## src/rtl/pcm_rx_pkg.sv

```systemverilog
`timescale 1ns/1ps
package pcm_rx_pkg;
  localparam int SLOT_W = 7;
  localparam int BYTE_W = 8;
  localparam int SMP_W  = 2 * BYTE_W;

  typedef struct packed {
    logic              en;
    logic [SLOT_W-1:0] slot;
  } ch_cfg_t;
endpackage

```

## src/rtl/pcm_rx_deser.sv

```systemverilog
`timescale 1ns/1ps
module pcm_rx_deser
  import pcm_rx_pkg::*;
#(
  parameter int FRAME_SLOTS = 32
) (
  input  logic              clk_i,
  input  logic              rst_ni,
  input  logic              bclk_i,
  input  logic              fsync_i,
  input  logic              dr_i,
  output logic              frame_o,
  output logic              byte_vld_o,
  output logic [BYTE_W-1:0] byte_o,
  output logic [SLOT_W-1:0] slot_o
);
  localparam logic [SLOT_W-1:0] LAST_SLOT = SLOT_W'(FRAME_SLOTS - 1);

  logic              bclk_q;
  logic              sync_q;
  logic [2:0]        bit_q, bit_d;
  logic [SLOT_W-1:0] slot_q, slot_d;
  logic [BYTE_W-2:0] sh_q;
  logic              fall;

  assign fall = bclk_q & ~bclk_i;

  always_comb begin
    if (fsync_i) begin
      bit_d  = '0;
      slot_d = '0;
    end else if (bit_q == 3'd7) begin
      bit_d  = '0;
      slot_d = (slot_q == LAST_SLOT) ? '0 : slot_q + 1'b1;
    end else begin
      bit_d  = bit_q + 1'b1;
      slot_d = slot_q;
    end
  end

  always_ff @(posedge clk_i or negedge rst_ni) begin
    if (!rst_ni) begin
      bclk_q <= 1'b0;
      sync_q <= 1'b0;
      bit_q  <= 3'd7;
      slot_q <= LAST_SLOT;
      sh_q   <= '0;
    end else begin
      bclk_q <= bclk_i;
      if (fall) begin
        bit_q  <= bit_d;
        slot_q <= slot_d;
        sh_q   <= {sh_q[BYTE_W-3:0], dr_i};
        sync_q <= sync_q | fsync_i;
      end
    end
  end

  assign frame_o    = fall & fsync_i;
  assign byte_vld_o = fall & (bit_d == 3'd7) & sync_q;
  assign byte_o     = {sh_q, dr_i};
  assign slot_o     = slot_d;
endmodule

```

## src/rtl/pcm_rx_regs.sv

```systemverilog
`timescale 1ns/1ps
module pcm_rx_regs
  import pcm_rx_pkg::*;
#(
  parameter int NUM_CH = 4,
  parameter int ADDR_W = 3
) (
  input  logic                     clk_i,
  input  logic                     rst_ni,
  input  logic                     reg_wr_i,
  input  logic [ADDR_W-1:0]        reg_addr_i,
  input  logic [BYTE_W-1:0]        reg_wdata_i,
  output logic [BYTE_W-1:0]        reg_rdata_o,
  input  logic                     frame_i,
  output ch_cfg_t [NUM_CH-1:0]     act_cfg_o,
  output logic                     act_lin_o
);
  localparam logic [ADDR_W-1:0] LIN_ADDR = ADDR_W'(NUM_CH);

  ch_cfg_t [NUM_CH-1:0] cfg_q;
  logic                 lin_q;

  always_ff @(posedge clk_i or negedge rst_ni) begin
    if (!rst_ni) begin
      cfg_q     <= '0;
      lin_q     <= 1'b0;
      act_cfg_o <= '0;
      act_lin_o <= 1'b0;
    end else begin
      if (reg_wr_i) begin
        for (int c = 0; c < NUM_CH; c++)
          if (reg_addr_i == ADDR_W'(c)) cfg_q[c] <= reg_wdata_i;
        if (reg_addr_i == LIN_ADDR) lin_q <= reg_wdata_i[0];
      end
      // shadow copy only at frame start
      if (frame_i) begin
        act_cfg_o <= cfg_q;
        act_lin_o <= lin_q;
      end
    end
  end

  always_comb begin
    reg_rdata_o = '0;
    for (int c = 0; c < NUM_CH; c++)
      if (reg_addr_i == ADDR_W'(c)) reg_rdata_o = cfg_q[c];
    if (reg_addr_i == LIN_ADDR) reg_rdata_o = {7'b0, lin_q};
  end
endmodule

```

## src/rtl/pcm_rx_chan.sv

```systemverilog
`timescale 1ns/1ps
module pcm_rx_chan
  import pcm_rx_pkg::*;
#(
  parameter int FRAME_SLOTS = 32
) (
  input  logic              clk_i,
  input  logic              rst_ni,
  input  ch_cfg_t           cfg_i,
  input  logic              lin_i,
  input  logic              byte_vld_i,
  input  logic [BYTE_W-1:0] byte_i,
  input  logic [SLOT_W-1:0] slot_i,
  output logic [SMP_W-1:0]  smp_o,
  output logic              vld_o
);
  localparam logic [SLOT_W-1:0] LAST_SLOT = SLOT_W'(FRAME_SLOTS - 1);

  logic              pend_q;
  logic [SLOT_W-1:0] nxt_q;
  logic [BYTE_W-1:0] hi_q;
  logic              hit, lo_hit;
  logic [SLOT_W-1:0] nxt_d;

  assign hit    = byte_vld_i & cfg_i.en & (slot_i == cfg_i.slot);
  assign lo_hit = byte_vld_i & pend_q & (slot_i == nxt_q);
  assign nxt_d  = (cfg_i.slot == LAST_SLOT) ? '0 : cfg_i.slot + 1'b1;

  always_ff @(posedge clk_i or negedge rst_ni) begin
    if (!rst_ni) begin
      pend_q <= 1'b0;
      nxt_q  <= '0;
      hi_q   <= '0;
      smp_o  <= '0;
      vld_o  <= 1'b0;
    end else begin
      vld_o <= 1'b0;
      if (lo_hit) begin
        smp_o  <= {hi_q, byte_i};
        vld_o  <= 1'b1;
        pend_q <= 1'b0;
      end
      if (hit) begin
        if (lin_i) begin
          hi_q   <= byte_i;
          nxt_q  <= nxt_d;
          pend_q <= 1'b1;
        end else begin
          smp_o <= {{BYTE_W{1'b0}}, byte_i};
          vld_o <= 1'b1;
        end
      end
    end
  end
endmodule

```

## src/rtl/pcm_slot_rx.sv

```systemverilog
`timescale 1ns/1ps
module pcm_slot_rx
  import pcm_rx_pkg::*;
#(
  parameter int NUM_CH      = 4,
  parameter int FRAME_SLOTS = 32,
  parameter int ADDR_W      = 3
) (
  input  logic                    clk_i,
  input  logic                    rst_ni,
  input  logic                    reg_wr_i,
  input  logic [ADDR_W-1:0]       reg_addr_i,
  input  logic [7:0]              reg_wdata_i,
  output logic [7:0]              reg_rdata_o,
  input  logic                    bclk_i,
  input  logic                    fsync_i,
  input  logic                    dr_i,
  output logic [NUM_CH*16-1:0]    smp_o,
  output logic [NUM_CH-1:0]       smp_vld_o
);
  ch_cfg_t [NUM_CH-1:0] act_cfg;
  logic                 act_lin;
  logic                 frame;
  logic                 byte_vld;
  logic [BYTE_W-1:0]    rx_byte;
  logic [SLOT_W-1:0]    rx_slot;

  pcm_rx_deser #(.FRAME_SLOTS(FRAME_SLOTS)) deser_i (
    .clk_i, .rst_ni, .bclk_i, .fsync_i, .dr_i,
    .frame_o(frame), .byte_vld_o(byte_vld), .byte_o(rx_byte), .slot_o(rx_slot)
  );

  pcm_rx_regs #(.NUM_CH(NUM_CH), .ADDR_W(ADDR_W)) regs_i (
    .clk_i, .rst_ni, .reg_wr_i, .reg_addr_i, .reg_wdata_i, .reg_rdata_o,
    .frame_i(frame), .act_cfg_o(act_cfg), .act_lin_o(act_lin)
  );

  for (genvar c = 0; c < NUM_CH; c++) begin : g_ch
    pcm_rx_chan #(.FRAME_SLOTS(FRAME_SLOTS)) chan_i (
      .clk_i, .rst_ni,
      .cfg_i(act_cfg[c]), .lin_i(act_lin),
      .byte_vld_i(byte_vld), .byte_i(rx_byte), .slot_i(rx_slot),
      .smp_o(smp_o[c*SMP_W +: SMP_W]), .vld_o(smp_vld_o[c])
    );
  end
endmodule

```

## config.mk

```make
export PLATFORM = sky130hd
export DESIGN_NAME = pcm_slot_rx
export DESIGN_NICKNAME = d
export VERILOG_FILES = /design/src/rtl/pcm_rx_pkg.sv /design/src/rtl/pcm_rx_deser.sv /design/src/rtl/pcm_rx_regs.sv /design/src/rtl/pcm_rx_chan.sv /design/src/rtl/pcm_slot_rx.sv
export SDC_FILE = /design/constraint.sdc
export NUM_CORES = 1
export LEC_CHECK = 0
export BUFFER_PORTS_ARGS = -buffer_cell sky130_fd_sc_hd__buf_2
export CAP_MARGIN = 20
export CORE_AREA = 2 2 211 109
export DETAILED_ROUTE_END_ITERATION = 6
export DIE_AREA = 0 0 213 111
export PLACE_DENSITY_LB_ADDON = 0.1
export SETUP_SLACK_MARGIN = 0.2
export SYNTH_ARGS = -nofsm -noshare
export SYNTH_HDL_FRONTEND = slang
export SYNTH_SLANG_ARGS = --single-unit
```

## constraint.sdc

```tcl
create_clock -name clk_i -period 6.5 [get_ports clk_i]
set_input_delay 1.3 -clock clk_i [delete_from_list [all_inputs] [get_ports clk_i]]
set_output_delay 1.3 -clock clk_i [all_outputs]
set_load 0.03 [all_outputs]
```

==> impl_metrics.tcl, run 1 <==
set metrics [dict create \
    synth_top_family_by_area "multiplexers" \
    r2r_cells 10 \
    routed_via_density 5.748 \
    diodes 0 \
    synthesis.nets 906 \
    core-area_sq_um 22110 \
    layout_commonest_cell "dfrtp_1" \
    yosys.area_share.xor_xnor_pct 4.719 \
    maxCapViolCount 0 \
    dr_total_vias 7357 \
    p_per_area_nw_per_um2 293.7 \
    setup_tns_ps 0 \
    finalSetupViolCount 0 \
    synth-edff-count 0 \
    ys_types 72 \
    synth_area_per_cell_sq_um 12.20 \
    boundaryPins 93 \
    fmax_mhz 218.2 \
    drc 0 \
    grt_use_met2_pct 29.88 \
    ys_warn_count 0 \
    busiest_layer "met1" \
    syn_area_sq_um 10760 \
    clk_pin_slew_ps 70 \
    die_h_microns 111 \
    area_growth_pct 13.18 \
    synth_mux_area_share_pct 22.09 \
    ys.flop_type "dfrtp_1" \
    initialDrtViolationCount 656 \
    wl_mm 27.38 \
    dp.cells 1240 \
    firstDrtPassIters 4 \
    critPathRequiredTime_ps 6900 \
    final_hold_viol_count 0 \
    use_met1_pct 40.27 \
    rsz0062_at_grt "no" \
    layout_min_cycle_time_ps 4583 \
    grt_max_degree 120 \
    cp-start-kind "flip-flop" \
    ys_seq_area_share_pct 50.54 \
    hpwl_mm 19.58 \
    grt_usage_pct 23.76 \
    status "finished, final reports clean" \
    cts_buffers 21 \
    synthArstFlopShare_pct 100.0 \
    globalRouteMet3Util_pct 6.346 \
    antenna_left 0 \
    cts_hold_buf 0 \
    relSlewSlack_pct 32.32 \
    final_area_sq_um 12180 \
    avgRoutedWirePerCell_microns 21.39 \
    htreeDepth 1 \
    rows 39 \
    cts_tree "done" \
    arrival_ps 4980 \
    antenna_found_initial 0 \
    ir_worst_vdd_uv 156.8 \
    cts-resized-gates 0 \
    layout_common_cells "dfrtp_1, mux2_2, buf_2" \
    grt_overflow_total 0 \
    final_cells 1280 \
    grt_pass1_wl_mm 42.90 \
    fill_cells 1905 \
    grt_pass1_vias 7125 \
    fin_crit_sh_pct 70.51 \
    critical_path.max_fanout 17 \
    clock-sinks 217 \
    fp.dieArea_sq_um 23640 \
    syn_inst 882 \
    synthSimpleGateAreaFrac_pct 12.24 \
    place.gp.congestion 0.9310 \
    worst_pin_slew_ps 1007 \
    drv_slew 0 \
    dieWidth_microns 213 \
    nets 983 \
    dpl_cell_area_sq_um 11460 \
    hold_path_depth 2 \
    hp-class "flip-flop to flip-flop" \
    start_util_pct 48.70 \
    post_cts_buffers 0 \
    crit_type "flip-flop to flip-flop" \
    synth_fa_ha_area_share_pct 0.8137 \
    clock_skew_ps 14.52 \
    worstSetupEndpointType "flip-flop" \
    synth-compound-area-share_pct 6.649 \
    power.leakage_nw 5.707 \
    cts-root-buf "clkbuf_16" \
    clk_latency_ps 520 \
    drive_above_1_share_pct 33.81 \
    io_buffers 92 \
    clk_path_buf_depth 3 \
    yosys_register_bits 217 \
]
critical path: stages, from the launching register on:
cell and delay, ps:
dfstp_2 570, ha_1 150, ha_1 580, nand3_1 300
o211ai_1 480, and2_1 590, nor2_1 80, or4_4 560
nor4_4 550, buf_6 240, mux2_2 350
layout make-up:
| type | instances | area (sq um) | area share, % |
|---|---|---|---|
| sequential | 217 | 5440 | 44.65 |
| tap | 307 | 384.1 | 3.153 |
| clock inverter | 9 | 108.9 | 0.8935 |
| inverter | 15 | 56.30 | 0.4622 |
| clock buffer | 28 | 591.8 | 4.858 |
| timing repair buffer | 106 | 579.3 | 4.755 |
| multi-input combinational | 598 | 5022 | 41.22 |
metrics by stage:
| stage | utilization, % | total power [mW] | setup WS (ps) | hold slack (ps) |
|---|---|---|---|---|
| after floorplan | - | 2.085 | 2549 | 425.9 |
| after global placement | 51.83 | 2.328 | 1705 | 460.0 |
| after detailed placement | 51.83 | 2.330 | 1596 | 479.3 |
| after CTS | 55.00 | 3.598 | 1733 | 489.1 |
| after global routing | 55.11 | 3.747 | 1568 | 506.8 |
| final | 55.11 | 3.578 | 1917 | 487.6 |
routing by layer:
metal / share of wire [%] / vias to the layer above
li1: - / 3370
met1: 54 / 3776
met2: 38 / 191
met3: 7.2 / 20
met4: 1.0 / 0
met5: 0 / -
report_power, final:
part	switching, mW	leakage (nW)	total (mW)	internal, mW
Clock	0.543	0.344	1.27	0.724
Sequential	0.283	2.84	1.78	1.50
Combinational	0.267	2.53	0.531	0.264
Yosys cell counts, types with 8 or more instances:
cell type  instances  area share (%)
o21ai_0           31             1.4
buf_1             10            0.35
buf_4              8            0.56
clkbuf_1          20            0.70
nor2b_1           10            0.58
inv_1             15            0.52
nand3_1           20            0.93
a21oi_1            8            0.37
nor3_1            15            0.70
nor2_1            72             2.5
xnor2_1           38             3.1
buf_2             11            0.51
o211ai_1          12            0.84
dfrtp_1          209              49
nand4_1           14            0.81
dfstp_2            8             2.0
mux4_2             8             1.7
nand2_1           27            0.94
mux2_1            12             1.3
xor2_1            20             1.6
mux2_2           152              16
mux2i_1           35             3.3
kinds of logic after synthesis:
| group | count (synthesis) |
|---|---|
| flip-flops | 217 |
| AND/OR/NAND/NOR | 228 |
| adder cells (fa/ha/maj) | 7 |
| XOR/XNOR | 58 |
| buffers and inverters | 67 |
| AO/OA/AOI/OAI | 98 |
| multiplexers | 207 |
state kept, by name (all words and copies together) (netlist names):
register / cells
regs_i.cfg_q: 32
g_ch.chan_i.hi_q: 32
regs_i.lin_q: 1
g_ch.chan_i.vld_o: 4
deser_i.sh_q: 7
deser_i.slot_q: 7
regs_i.act_cfg_o: 32
g_ch.chan_i.smp_o: 64
regs_i.act_lin_o: 1
deser_i.bit_q: 3
deser_i.bclk_q: 1
deser_i.sync_q: 1
g_ch.chan_i.nxt_q: 28
g_ch.chan_i.pend_q: 4
final timing paths:
path,slack [ps],to,from
worst max-delay path,1920,g_ch[3].chan_i.hi_q[7]$_DFFE_PN0P_,deser_i.bit_q[0]$_DFFE_PN1P_
worst min-delay path,490,deser_i.bit_q[2]$_DFFE_PN1P_,deser_i.bit_q[2]$_DFFE_PN1P_
worst max register to register,1920,g_ch[3].chan_i.hi_q[7]$_DFFE_PN0P_,deser_i.bit_q[0]$_DFFE_PN1P_
worst min register to register,490,deser_i.bit_q[2]$_DFFE_PN1P_,deser_i.bit_q[2]$_DFFE_PN1P_
max in group asynchronous,4280,regs_i.act_cfg_o[13]$_DFFE_PN0P_,rst_ni
min in group asynchronous,850,g_ch[3].chan_i.smp_o[1]$_DFF_PN0_,rst_ni
Note: power is estimated with default switching activity, not from simulation.
==> run 2: changes to the inputs <==
clock period = 4.1 ns   (was 6.5 ns; I/O delays follow)
==> run 2 against run 1 <==
Compared with the run above:
- largest power group unchanged
- clock skew rose by 5.1 ps
- combinational power is 60% higher
- sequential power up 58%
- largest cell class unchanged
- via count grew 1.8%
- register-to-register slack got worse by 1500 ps
- critical path type unchanged
- maximum frequency grew 25%
- global-route usage about the same
- clock power rose by 45%
==> impl_metrics.tcl, run 2 (synthesis results as in run 1) <==
set metrics [dict create \
    rsz0062_at_grt "no" \
    initialDrtViolationCount 632 \
    cp-start-kind "flip-flop" \
    dr_wl_met2_mm 10.13 \
    p_total_mw 5.494 \
    fmax_mhz 273.7 \
    post-place-ws_ps 149.4 \
    worst_pin_slew_ps 830.9 \
    grt_pass1_vias 7238 \
    clk_latency_ps 520 \
    cts_buffers 21 \
    layout_common_cells "dfrtp_1, mux2_2, buf_2" \
    dr_total_vias 7489 \
    drc 0 \
    boundaryPins 93 \
    worstSetupEndpointType "flip-flop" \
    path_cells "ha_1, ha_2, nand3_1, or4_4, and2_1, buf_4, xnor2_1, a2111oi_0, a31oi_2, buf_4, mux2_2" \
    arrival_ps 4050 \
    hpwl_mm 20.18 \
    critical_path.max_fanout 9 \
    io_buffers 92 \
    htreeDepth 1 \
    layout_min_cycle_time_ps 3654 \
    place.gp.congestion 0.9470 \
    area_growth_pct 14.90 \
    highest_layer "met4" \
    drive_above_1_share_pct 35.50 \
    routed_via_density 5.730 \
    p_per_area_nw_per_um2 444.2 \
    rows 39 \
    clock-sinks 217 \
    crit_type "flip-flop to flip-flop" \
    core-area_sq_um 22110 \
    status "finished, final reports clean" \
    relSlewSlack_pct 44.61 \
    largest_reg_flops 64 \
    nets 1010 \
    ir_worst_vdd_uv 225.9 \
    firstDrtPassIters 5 \
    maxCapViolCount 0 \
    power.leakage_nw 5.822 \
    cts_tree "done" \
    final_area_sq_um 12370 \
    utilization_pct 55.95 \
    antenna_found_initial 0 \
    start_util_pct 48.70 \
    clk_path_buf_depth 3 \
    wl_mm 27.04 \
    hp-class "input port to async pin" \
    layout_commonest_cell "dfrtp_1" \
    die_h_microns 111 \
    setup_tns_ps 0 \
    wl_met3_mm 1.919 \
    cp_slowest_stage_delay_ps 560 \
    finalSetupViolCount 0 \
    crit_top_cell "buf_4" \
    cts-root-buf "clkbuf_16" \
    grt_pass1_wl_mm 43.24 \
    grt_max_degree 77 \
    clk_pin_slew_ps 70 \
    drv_slew 0 \
    grt_overflow_total 0 \
    dieWidth_microns 213 \
    clock_skew_ps 19.64 \
    antenna_left 0 \
    slowest_stage "dfstp_2" \
    diodes 0 \
    critPathRequiredTime_ps 4490 \
    grt_usage_pct 23.79 \
    dpl_cell_area_sq_um 11710 \
    final_hold_viol_count 0 \
    met1_length_mm 14.63 \
    top_register "g_ch.chan_i.smp_o" \
    fp.dieArea_sq_um 23640 \
    avgRoutedWirePerCell_microns 20.69 \
    fin_crit_sh_pct 89.13 \
    setup_ws_ps 445.8 \
]
[run 2: final timing paths]
path                            cells after the start                         start  slack, ps                           endpoint
worst max-delay path                               11  deser_i.bit_q[0]$_DFFE_PN1P_        450  g_ch[0].chan_i.smp_o[5]$_DFF_PN0_
min in group clk_i                                  1                        bclk_i        440           deser_i.bclk_q$_DFF_PN0_
max in group asynchronous                           2                        rst_ni       3020       deser_i.bit_q[2]$_DFFE_PN1P_
worst min-delay path                                1                        rst_ni        260  g_ch[2].chan_i.smp_o[9]$_DFF_PN0_
worst max register to register                     11  deser_i.bit_q[0]$_DFFE_PN1P_        450  g_ch[0].chan_i.smp_o[5]$_DFF_PN0_
worst min register to register                      2  deser_i.bit_q[2]$_DFFE_PN1P_        490       deser_i.bit_q[2]$_DFFE_PN1P_
[run 2: final cells by class]
cell class,count,area (sq um)
Clock buffer,30,589.3
Multi-Input combinational cell,598,5036
Clock inverter,7,46.29
Timing Repair Buffer,133,815.8
Inverter,15,56.30
Tap cell,307,384.1
Sequential cell,217,5440
Fill cell,1950,9737
[run 2: report_power, final]
group	internal, mW	leakage (nW)	switching, mW	total [mW]
registers	2.37	2.84	0.435	2.81
logic	0.425	2.67	0.422	0.847
clock network	1.01	0.316	0.831	1.84
total	3.81	5.82	1.69	5.49
[run 2: timing repair]
| action | in CTS | in global routing |
|---|---|---|
| cloned | 0 | 0 |
| gates resized for setup | 1 | 4 |
| hold buffers | 0 | 0 |
| endpoints found under the setup margin | 4 | 85 |
| pin swaps | 0 | 0 |
| setup buffers | 0 | 1 |
[run 2: critical path, delay by kind of cell (launching register included)]
family,cells,cell delay [ps]
buffers and inverters,2,440
DFF,1,560
xor gates and xnor gates,1,210
muxes,1,270
adders and majority gates,2,440
and+or+nand+nor,3,1020
AOI/OAI and AO/OA,2,590
[run 2: through the flow]
step                hold slack [ps]  std cells
floorplan                     425.9        882
detailed placement            476.7       1269
global route                  297.6       1307
CTS                           275.7       1306
finish                        258.7       1307
global placement              463.4       1269
[run 2: layer usage]
metal	up-vias	GRT usage (%)
met3	29	5.099
met2	225	29.36
met4	0	3.590
met1	3810	41.48
li1	3425	-
met5	-	0
==> run 3: changes to the inputs <==
CORE_AREA = 2 2 203 105   (was 2 2 211 109)
DIE_AREA = 0 0 205 107   (was 0 0 213 111)
==> run 3 against run 2 <==
Compared with the run above:
- largest power group unchanged
- critical path depth unchanged
- worst hold slack improved by 110 ps
- clock power increased by 3%
==> impl_metrics.tcl, run 3 (synthesis results as in run 1) <==
set metrics [dict create \
    status "finished, final reports clean" \
    area_growth_pct 14.90 \
    crit_type "flip-flop to flip-flop" \
    rr_startpoint "deser_i.bit_q[0]$_DFFE_PN1P_" \
    regArea_sq_um 5440 \
    multi_input_area_sq_um 5035 \
    worst_pin_slew_ps 866.4 \
    rsz0062_at_grt "no" \
    maxCapViolCount 0 \
    worstSetupEndpointType "flip-flop" \
    arrival_ps 4080 \
    grt_max_degree 113 \
    dieWidth_microns 205 \
    layout_common_cells "dfrtp_1, mux2_2, buf_2" \
    fp.dieArea_sq_um 21940 \
    cp-start-kind "flip-flop" \
    clock-sinks 217 \
    critical_path.max_fanout 9 \
    p_per_area_nw_per_um2 450.5 \
    clk_pin_slew_ps 60 \
    start_util_pct 53.33 \
    ir_worst_vdd_uv 292.0 \
    fin_crit_sh_pct 90.25 \
    wl_mm 27.17 \
    grt_overflow_total 0 \
    grt_pass1_vias 7088 \
    setup_ws_ps 399.9 \
    clock_skew_ps 7.943 \
    die_h_microns 107 \
    relSlewSlack_pct 42.24 \
    hpwl_mm 19.98 \
    p_total_mw 5.572 \
    holdWs_ps 370.4 \
    initialDrtViolationCount 664 \
    dr_total_vias 7454 \
    firstDrtPassIters 5 \
    top_register "g_ch.chan_i.smp_o" \
    clk_latency_ps 500 \
    fill_cells 1677 \
    drv_slew 0 \
    post-place-ws_ps 163.7 \
    place.gp.congestion 0.9284 \
    layout_commonest_cell "dfrtp_1" \
    cts-root-buf "clkbuf_16" \
    cts_hold_buf 0 \
    antenna_left 0 \
    hp-class "input port to async pin" \
    routed_via_density 5.855 \
    r2r_cells 11 \
    clk_path_buf_depth 3 \
    final_hold_viol_count 0 \
    grt_usage_pct 25.72 \
    nets 1012 \
    boundaryPins 93 \
    diodes 0 \
    cts_buffers 20 \
    io_buffers 92 \
    rows 37 \
    fmax_mhz 270.3 \
    htreeDepth 1 \
    finalSetupViolCount 0 \
    critPathRequiredTime_ps 4480 \
    drive_above_1_share_pct 35.70 \
    reg2reg_to "g_ch[0].chan_i.smp_o[1]$_DFF_PN0_" \
    rrSetupSlack_ps 400 \
    core-area_sq_um 20180 \
    antenna_found_initial 1 \
    layout_min_cycle_time_ps 3700 \
    avgRoutedWirePerCell_microns 21.34 \
    drc 0 \
    power.leakage_nw 5.846 \
    setup_tns_ps 0 \
    cts_tree "done" \
    largest_reg_flops 64 \
    grt_pass1_wl_mm 43.04 \
]
-- run 3: cell count changes in the layout (fill, tap and decap cells not counted), sizes merged --
cell      before  now
inv           17   15
bufinv         0    1
buf          133  136
clkinvlp       0    1
clkinv         5    2
-- run 3: metal layers --
layer	global-route usage (%)	share of wire [%]	vias to the layer above	wire, microns
li1	-	-	3421	-
met1	44.38	54	3754	14540
met2	32.19	37	259	10110
met3	5.350	8.0	20	2184
met4	3.700	1.2	0	336
met5	0.9524	0	-	0
-- run 3: cell type report --
type / count / area share [%]
Inverter: 15 / 0.4552
Multi-Input combinational cell: 598 / 40.71
Clock inverter: 4 / 0.3844
Timing Repair Buffer: 136 / 6.778
Sequential cell: 217 / 43.99
Clock buffer: 30 / 4.927
Tap cell: 273 / 2.762
-- run 3: how the worst max path moves through the flow --
stage / from / cells after the start / endpoint
3_3_place_gp: deser_i.bit_q[0]$_DFFE_PN1P_ / 10 / g_ch[2].chan_i.hi_q[4]$_DFFE_PN0P_
6_report: deser_i.bit_q[0]$_DFFE_PN1P_ / 11 / g_ch[0].chan_i.smp_o[1]$_DFF_PN0_
3_5_place_dp: deser_i.bit_q[0]$_DFFE_PN1P_ / 9 / g_ch[2].chan_i.hi_q[6]$_DFFE_PN0P_
4_1_cts: deser_i.bit_q[0]$_DFFE_PN1P_ / 10 / g_ch[2].chan_i.smp_o[4]$_DFF_PN0_
5_1_grt: deser_i.bit_q[0]$_DFFE_PN1P_ / 10 / g_ch[2].chan_i.smp_o[4]$_DFF_PN0_
2_1_floorplan: deser_i.bit_q[0]$_DFFE_PN1P_ / 12 / g_ch[3].chan_i.hi_q[1]$_DFFE_PN0P_
-- run 3: worst max-delay path, cell delays in order (launching register included) --
cell	delay [ps]
dfstp_2	560
ha_1	150
ha_2	300
nand3_1	170
or4_4	490
and2_1	310
buf_4	230
xnor2_1	210
a2111oi_0	590
a31oi_2	100
buf_12	190
mux2_2	260
-- run 3: metrics by stage --
stage / instance area (sq um) / cells / utilization (%)
final: 12370 / 1273 / 61.28
after global routing: 12370 / 1273 / 61.28
after CTS: 12360 / 1273 / 61.21
after detailed placement: 11680 / 1238 / 57.86
after global placement: 11680 / 1238 / 57.86
after floorplan: 10760 / 882 / -
-- run 3: where the power goes --
part	internal, mW	switching (mW)
combinational	0.424	0.426
sequential	2.37	0.450
clock	1.09	0.811
-- run 3: timing repair --
action,in CTS,in global routing
setup endpoints to repair,20,81
gates resized for setup,1,3
setup buffers,1,0
